`src/rtl/rb_latch_ctrl.sv`:
```
module rb_latch_ctrl #(
  parameter int CW = 16,
  parameter int SW = 8
) (
  input  logic            clk,
  input  logic            rst_n,
  input  logic            cs_n,
  input  logic            rd_n,
  input  logic            wr_n,
  input  logic [1:0]      addr,
  input  logic [7:0]      din,
  output logic [7:0]      dout,
  output logic            dout_oe,
  output logic [2:0]      wr_cnt,
  output logic            wr_ctl,
  output logic [7:0]      wr_data,
  input  logic [3*CW-1:0] live_cnt,
  input  logic [3*SW-1:0] live_stat
);
  localparam int NC = 3;

  wire wr_act = !cs_n && !wr_n && rd_n;
  wire rd_act = !cs_n && !rd_n && wr_n;
  wire ctl_sel = (addr == 2'd3);
  wire rb_cmd = wr_act && ctl_sel && (din[7:6] == 2'b11);

  assign wr_cnt  = (wr_act && !ctl_sel) ? (3'b001 << addr) : 3'b000;
  assign wr_ctl  = wr_act && ctl_sel && (din[7:6] != 2'b11);
  assign wr_data = din;
  assign dout_oe = rd_act && !ctl_sel;

  logic          cl_full [NC];
  logic          sl_full [NC];
  logic          byte_hi [NC];
  logic [CW-1:0] cl_val  [NC];
  logic [SW-1:0] sl_val  [NC];
  logic [7:0]    rd_byte;

  always_comb begin
    rd_byte = 8'h00;
    for (int i = 0; i < NC; i++) begin
      if (addr == i[1:0]) begin
        if (sl_full[i])
          rd_byte = sl_val[i][7:0];
        else if (cl_full[i])
          rd_byte = byte_hi[i] ? cl_val[i][15:8] : cl_val[i][7:0];
        else
          rd_byte = byte_hi[i] ? live_cnt[i*CW+8 +: 8] : live_cnt[i*CW +: 8];
      end
    end
  end

  assign dout = dout_oe ? rd_byte : 8'h00;

  for (genvar g = 0; g < NC; g++) begin : g_ch
    wire rd_me = rd_act && (addr == g);
    wire rb_me = rb_cmd && din[g+1];

    always_ff @(posedge clk or negedge rst_n) begin
      if (!rst_n) begin
        cl_full[g] <= 1'b0;
        sl_full[g] <= 1'b0;
        byte_hi[g] <= 1'b0;
        cl_val[g]  <= '0;
        sl_val[g]  <= '0;
      end else begin
        if (rd_me) begin
          if (sl_full[g]) begin
            sl_full[g] <= 1'b0;
          end else begin
            byte_hi[g] <= !byte_hi[g];
            if (cl_full[g] && byte_hi[g]) cl_full[g] <= 1'b0;
          end
        end
        if (rb_me) begin
          if (!din[5] && !cl_full[g]) begin
            cl_full[g] <= 1'b1;
            cl_val[g]  <= live_cnt[g*CW +: CW];
            byte_hi[g] <= 1'b0;
          end
          if (!din[4] && !sl_full[g]) begin
            sl_full[g] <= 1'b1;
            sl_val[g]  <= live_stat[g*SW +: SW];
          end
        end
      end
    end

    p_count_frozen_r5: assert property (@(posedge clk) disable iff (!rst_n)
      (cl_full[g] && $past(cl_full[g])) |-> $stable(cl_val[g]));
    p_status_kept_r8: assert property (@(posedge clk) disable iff (!rst_n)
      (sl_full[g] && $past(sl_full[g])) |-> $stable(sl_val[g]));
    p_count_release_r9: assert property (@(posedge clk) disable iff (!rst_n)
      $fell(cl_full[g]) |-> $past(rd_act && addr == g && byte_hi[g]));
    p_status_release_r9: assert property (@(posedge clk) disable iff (!rst_n)
      $fell(sl_full[g]) |-> $past(rd_act && addr == g));
    p_status_first_r7: assert property (@(posedge clk) disable iff (!rst_n)
      (sl_full[g] && rd_act && addr == g) |=> ($stable(cl_full[g]) && $stable(byte_hi[g])));
  end

  p_wr_onehot_r1: assert property (@(posedge clk) disable iff (!rst_n)
    $onehot0(wr_cnt));
  p_bus_idle_r3: assert property (@(posedge clk) disable iff (!rst_n)
    (cs_n || (rd_n == wr_n)) |-> (!dout_oe && wr_cnt == 3'b000 && !wr_ctl));
  p_ctl_excl_r2: assert property (@(posedge clk) disable iff (!rst_n)
    wr_ctl |-> (wr_cnt == 3'b000 && !dout_oe));
endmodule

```
`config.mk`:
```
export PLATFORM = sky130hd
export DESIGN_NAME = rb_latch_ctrl
export DESIGN_NICKNAME = d
export VERILOG_FILES = /design/src/rtl/rb_latch_ctrl.sv
export SDC_FILE = /design/constraint.sdc
export NUM_CORES = 1
export LEC_CHECK = 0
export BUFFER_PORTS_ARGS = -buffer_cell sky130_fd_sc_hd__buf_2
export CAP_MARGIN = 20
export CORE_UTILIZATION = 30
export DETAILED_ROUTE_END_ITERATION = 16
export SLEW_MARGIN = 20
export SYNTH_ARGS = -nofsm -noshare
export SYNTH_HDL_FRONTEND = slang
export SYNTH_SLANG_ARGS = --single-unit
```
`constraint.sdc`:
```
create_clock -name clk -period 1.6 [get_ports clk]
set_input_delay 0.08 -clock clk [delete_from_list [all_inputs] [get_ports clk]]
set_output_delay 0.08 -clock clk [all_outputs]
set_load 0.1 [all_outputs]
```
==> metrics.cfg, run 1 <==
[route]
firstDrtPassIters = 4
remaining_drc_errors = 0
drtIter0Drc = 107
viasPerCell = 4.87
wirelength_mm = 11.8
wire_per_inst_um = 17.1
vias = 3368
postRouteAntennaNets = 0

[timing]
setup_ws_ns = -0.614
drv_slew = 0
finalSetupViolCount = 8
period_minus_slack_ns = 2.21
tightest_slew_ns = 0.484
hold_violations = 0
timing.fmax_mhz = 452
holdWs_ns = 0.00221
skew_ns = 0.00472
period_share = 1.38
rsz0062_at_grt = true
relSlewSlack = 0.680
fin_tns_setup_ns = -4.52

[cts]
cts_tree = done
cts_buffer_depth = 2
clock_insertion_delay_worst_skew_ns = 0.34
numCtsBuffers = 9
cts.sinks = 81
cts_max_level = 3
clk_pin_slew_ns = 0.06
cts_root_buf = clkbuf_16

[worst_setup_path]
r2r_slack_ns = 0.09
endpoint_kind = output port
r2r-start = sl_full[2]
path_buf_inv = 2
r2r_cells = 3
critPathArrivalTime_ns = 2.13
cp_top_family = compound AO/OA/AOI/OAI gates
crit_slowest_cell = dfrtp_2
cpMostUsedCell = buf_12
required_ns = 1.52
r2r-end = sl_val[20]
path_class = flip-flop to output port
max_stage_delay_ns = 0.44
path_cells = buf_12 -> mux4_2 -> nor3_2 -> o32a_1 -> a211oi_4 -> buf_12
cp_max_fo = 5
critPathLaunchType = flip-flop

[die]
dieArea_um2 = 14600
initial_core_util = 0.313
die_w_um = 121
die_h_um = 121
ios = 108
rows = 42
coreArea_um2 = 13500

[global_route]
grt_pass1_vias = 3647
grt.total_usage = 0.171
grt_start_max_net_pins = 82
antenna_found_initial = 0
overflow = 0
grt_pass1_wl_mm = 18.8

[power]
p_leak_nw = 3.24
clkPwrFrac = 0.381
total_power_mw = 6.24
ir_worst_vdd_v = 0.000549
switching_share = 0.259
power.net_switching_mw = 1.62
internal-power_mw = 4.63
comb_power_share = 0.256
seqPwrFrac = 0.363
p_per_area_nw_per_um2 = 929

[outcome]
violations = setup timing
status = complete, but fails checks

[placement]
io_buffers = 105
pre_cts_slack_ns = -0.313
hpwl_mm = 8.52
place.gp.congestion = 0.802

[logic_synthesis]
synth-seq-area-share = 0.480
yosysTopAreaCellShare = 0.480
synth.avg_cell_area_um2 = 13.8
yosysWarningCount = 0
netlist-cell-type-count = 35
syn-cell-area_um2 = 4220
synth.area.top_cells = dfrtp_1 (48%), mux2_2 (20%), mux4_2 (11%), mux2i_1 (4.0%), buf_4 (1.8%)
synthCells = 307
syn_nets = 394
synth-seq-cells = 81
yosys.area.top_type = dfrtp_1

[cells_and_area]
layout-drive-gt1-share = 0.583
fin_nets = 597
fill_cells = 1190
seq_area_um2 = 2030
final_cell_mix = buf_2 (91), dfrtp_1 (80), mux2_2 (75), dlygate4sd3_1 (63), buf_4 (42)
post-route-util = 0.497
area_growth_pct = 59.1
multi_input_area_um2 = 2370
n_antenna_cell = 0
mostFrequentLayoutCell = buf_2

[min_path]
hold_depth = 2
hold_class = input port to flip-flop
hold_start = live_stat[14]
min_to = sl_val[14]

[run]
drv_cap = 0

==> cell type report <==
| type | instances | share of cell area |
|---|---|---|
| multi-input cells | 202 | 0.353 |
| inverters | 2 | 0.00112 |
| well taps | 176 | 0.0328 |
| flip-flops and latches | 81 | 0.302 |
| repair buffers | 214 | 0.260 |
| clock buffers | 11 | 0.0361 |
| clock inverters | 5 | 0.0153 |
==> per-stage QoR <==
step | instance area [um2] | instances
2_1_floorplan | 4480 | 307
3_3_place_gp | 5570 | 605
3_5_place_dp | 5570 | 605
4_1_cts | 6580 | 683
5_1_grt | 6720 | 691
6_report | 6720 | 691
==> worst max-delay path by stage <==
| stage | cells past startpoint | startpoint | to |
|---|---|---|---|
| after floorplan | 5 | byte_hi[2] | dout[5] |
| after global placement | 5 | byte_hi[1] | dout[7] |
| after detailed placement | 6 | wr_n | cl_val[11] |
| after CTS | 6 | byte_hi[2] | dout[5] |
| after global routing | 6 | byte_hi[2] | dout[5] |
| final | 6 | byte_hi[2] | dout[5] |
==> power groups by stage <==
stage / Combinational, mW / Clock [mW] / Sequential, mW
2_1_floorplan: 0.967 / 0 / 2.25
3_3_place_gp: 1.38 / 0 / 2.29
3_5_place_dp: 1.39 / 0 / 2.30
4_1_cts: 1.54 / 2.43 / 2.26
5_1_grt: 1.72 / 2.52 / 2.29
6_report: 1.60 / 2.38 / 2.27
==> flip-flops by register name, summed over array words and instances, names as in the netlist <==
signal and count:
byte_hi 3, sl_full 3, cl_full 3, cl_val 48, sl_val 24
==> metal layers <==
metal  global-route usage  share of wire
met1                0.215           0.43
met2                0.299           0.52
met3               0.0330          0.040
met4               0.0478          0.010
met5                    0              0
==> repair_timing <==
action	4_1_cts	5_1_grt
gates cloned	0	3
endpoints found under the hold margin	142	1
gates resized for setup	9	11
hold buffers	62	1
setup endpoints to repair	8	54
setup buffers	0	4
pin swaps	4	12
==> cell usage after synthesis (all sizes together) <==
library cell and n:
a211oi 7, a21boi 2, a21oi 4, a32o 4, and2 1, and3b 1
buf 15, clkbuf 10, dfrtp 81, inv 2, mux2 76, mux2i 17
mux4 20, nand2 17, nand2b 3, nand3 2, nand3b 6, nor2 7
nor2b 1, nor3 5, nor3b 4, nor4 2, o21ai 5, o22ai 4
o31ai 1, o32a 3, or3 3, or3b 1, or4b 1, or4bb 1
xnor2 1
==> kinds of logic after synthesis <==
logic type,synth area share
AOI/OAI and AO/OA,0.0510
and+or+nand+nor,0.0818
DFF,0.480
muxes,0.350
buffers and inverters,0.0356
xor gates and xnor gates,0.00207
Power figures use the tool's default switching activity.
==> inputs of run 2 (changes only) <==
ABC_AREA = 1   (was default)
CORE_UTILIZATION = 49   (was 30)
PLACE_DENSITY = 0.76   (was default)
==> run 2 against run 1 <==
  * The flow finishes with violations (hold timing, setup timing)
  * Setup slack improved by 0.29 ns
  * Fmax up 15%
  * Clock-buffer cell count unchanged
  * Power grew 1.0%
  * Combinational power rose by 44%
  * Critical path type unchanged
  * Critical endpoint is now dout[4]
==> metrics.cfg, run 2 <==
[outcome]
status = complete, but fails checks
violations = hold timing, setup timing

[power]
p_per_area_nw_per_um2 = 930  ; about the same
total_power_mw = 6.31  ; +1.0%
power.net_switching_mw = 2.32  ; +44%
internal-power_mw = 3.99  ; -14%
comb_power_share = 0.366  ; +0.110
p_leak_nw = 3.67  ; +13%
seqPwrFrac = 0.365  ; +0.002
clkPwrFrac = 0.268  ; -0.113
ir_worst_vdd_v = 0.000616  ; +12%
switching_share = 0.368  ; +0.109

[route]
remaining_drc_errors = 0  ; unchanged
postRouteAntennaNets = 0  ; unchanged
drtIter0Drc = 407  ; +280%
viasPerCell = 5.31  ; +8.9%
wire_per_inst_um = 14.9  ; -13%
vias = 5349  ; +59%
firstDrtPassIters = 5  ; +1
wirelength_mm = 15.0  ; +27%

[timing]
relSlewSlack = 0.674  ; -0.00591
setup_ws_ns = -0.320  ; +0.294 ns
rsz0062_at_grt = true
drv_slew = 0  ; unchanged
hold_violations = 1  ; +1
tightest_slew_ns = 0.493  ; +0.00892 ns
holdWs_ns = -0.0242  ; -0.0264 ns
finalSetupViolCount = 8  ; unchanged
period_share = 1.20  ; -0.183
period_minus_slack_ns = 1.92  ; -0.294 ns
timing.fmax_mhz = 521  ; +15%
skew_ns = 0.00782  ; +0.00309 ns

[logic_synthesis]
syn_nets = 784  ; +99%
synth_common_cells = nand2_1 (310), nand3_1 (124), dfrtp_1 (81), nor2_1 (48), inv_1 (43)
synthCells = 697  ; +130%
yosysWarningCount = 0  ; unchanged
async_flop_share = 1.00  ; unchanged
synth.area.top_cells = dfrtp_1 (43%), nand2_1 (25%), nand3_1 (13%), nor2_1 (3.8%), inv_1 (3.4%)
yosysTopAreaCellShare = 0.430  ; -0.0504
synth_edf_count = 0  ; unchanged
synth-seq-area-share = 0.430  ; -0.0504
yosys.area.top_type = dfrtp_1
synth-seq-cells = 81  ; unchanged
synth_most_common_cell = nand2_1
syn-cell-area_um2 = 4720  ; +12%
synthFlopType = dfrtp_1
netlist-cell-type-count = 21  ; -40%
synth.avg_cell_area_um2 = 6.77  ; -51%

[cts]
cts_buffer_depth = 2  ; unchanged
cts_max_level = 3  ; unchanged
numCtsBuffers = 9  ; unchanged
clock_insertion_delay_worst_skew_ns = 0.36  ; +0.02 ns
cts_root_buf = clkbuf_8
cts_tree = done
cts.sinks = 81  ; unchanged
clk_pin_slew_ns = 0.09  ; +0.03 ns

[cells_and_area]
mostFrequentLayoutCell = nand2_1
reg_top3 = cl_val: 48 flops, sl_val: 24 flops
largest_reg_flops = 48  ; unchanged
final_cell_mix = nand2_1 (268), nand3_1 (108), buf_2 (93), dfrtp_1 (79), dlygate4sd3_1 (64)
fill_cells = 699  ; -41%
area_growth_pct = 43.8
regMostFlops = cl_val
fin_nets = 961  ; +61%
n_antenna_cell = 0  ; unchanged
layout-drive-gt1-share = 0.286  ; -0.297

[worst_setup_path]
path_cells = buf_6 -> nand2_1 -> nand3_1 -> nand2_1 -> nand2_1 -> nand2_2 -> nand3_2 -> nand2_2 -> clkinvlp_4 -> buf_12
crit_path_start = byte_hi[1]
cp_max_fo = 5  ; unchanged
r2r_slack_ns = 0.16  ; +0.07 ns
r2r-end = byte_hi[1]
required_ns = 1.52  ; about the same
path_class = flip-flop to output port
cpMostUsedCell = nand2_1
crit_slowest_cell = dfrtp_2
endpoint_kind = output port
max_stage_delay_ns = 0.49  ; +0.05 ns
critPathLaunchType = flip-flop
r2r-start = cl_full[1]
critPathCapture = dout[4]
critPathArrivalTime_ns = 1.84  ; -0.29 ns
r2r_cells = 5  ; +2

[global_route]
grt_start_max_net_pins = 38  ; -54%
grt_pass1_wl_mm = 23.3  ; +24%
grt.total_usage = 0.297  ; +0.126
grt_pass1_vias = 5010  ; +37%
overflow = 0  ; unchanged
antenna_found_initial = 0  ; unchanged

[placement]
io_buffers = 105  ; unchanged
hpwl_mm = 9.55  ; +12%
place.gp.congestion = 0.906  ; +13%

[min_path]
hold_class = input port to flip-flop
hold_depth = 3  ; +1

[die]
coreArea_um2 = 9280  ; -31%
die_h_um = 100  ; -17%
dieArea_um2 = 10000  ; -31%
ios = 108  ; unchanged
die_w_um = 100  ; -17%
rows = 35  ; -17%
initial_core_util = 0.508  ; +0.196

[run]
drv_cap = 0  ; unchanged

run 2: worst max-delay path: cells and delay by family, from the launching register on:
family / cells / cell delay [ns]
buf+inv: 3 / 0.46
simple gates: 7 / 0.55
flops: 1 / 0.49
run 2: stage by stage:
stage               utilization  setup TNS [ns]  worst slack, ns  cell area [um2]  cells
floorplan                     -        -0.00299         -0.00299             4790    697
CTS                       0.717           -2.00           -0.257             6660   1004
detailed placement        0.608               0           0.0551             5640    923
global placement          0.608               0           0.0919             5640    923
global route              0.731           -2.75           -0.378             6790   1008
finish                    0.731           -2.29           -0.320             6790   1008
run 2: area by class of cell:
cell class | count | area (um2) | share of cell area
Timing Repair Buffer | 206 | 1660 | 0.245
Inverter | 48 | 228 | 0.0336
Clock inverter | 5 | 78.8 | 0.0116
Sequential cell | 81 | 2030 | 0.299
Multi-Input combinational cell | 528 | 2480 | 0.366
Clock buffer | 11 | 141 | 0.0208
Tap cell | 129 | 161 | 0.0238
run 2: what timing repair did:
| action | CTS | global route |
|---|---|---|
| gates cloned | 1 | 0 |
| gates resized for setup | 48 | 29 |
| hold endpoints to repair | 91 | 0 |
| hold buffers | 64 | 0 |
| setup endpoints to repair | 8 | 8 |
| buffers inserted | 0 | 4 |
| pin swaps | 17 | 13 |
run 2: worst min path at each step:
| stage | startpoint | endpoint | slack (ns) |
|---|---|---|---|
| 2_1_floorplan | rst_n | byte_hi[0] | -0.22 |
| 3_3_place_gp | rst_n | cl_val[34] | 0.04 |
| 3_5_place_dp | rst_n | cl_val[34] | 0.03 |
| 4_1_cts | live_cnt[27] | cl_val[27] | -0.02 |
| 5_1_grt | live_cnt[10] | cl_val[42] | 0.00007 |
| 6_report | live_cnt[27] | cl_val[27] | -0.02 |
run 2: cell families (layout without fill, tap and decap cells):
| family | Yosys count | after routing | synth area share |
|---|---|---|---|
| AND/OR/NAND/NOR | 500 | 500 | 0.450 |
| buffers and inverters | 88 | 270 | 0.0910 |
| flip-flops | 81 | 81 | 0.430 |
| AO/OA/AOI/OAI | 28 | 28 | 0.0297 |
run 2: metal layers:
layer | up-vias | global-route usage | wire (um)
met2 | 290 | 0.506 | 7530
met5 | - | 0 | 0
met4 | 0 | 0.116 | 470
met1 | 2480 | 0.382 | 5880
li1 | 2534 | - | -
met3 | 45 | 0.0453 | 1110
run 2: power by group through the flow:
stage | logic, mW | clock network, mW | registers [mW]
floorplan | 1.32 | 0 | 2.26
global placement | 1.77 | 0 | 2.29
detailed placement | 1.82 | 0 | 2.29
CTS | 2.10 | 1.70 | 2.29
global route | 2.51 | 1.78 | 2.31
finish | 2.31 | 1.69 | 2.30
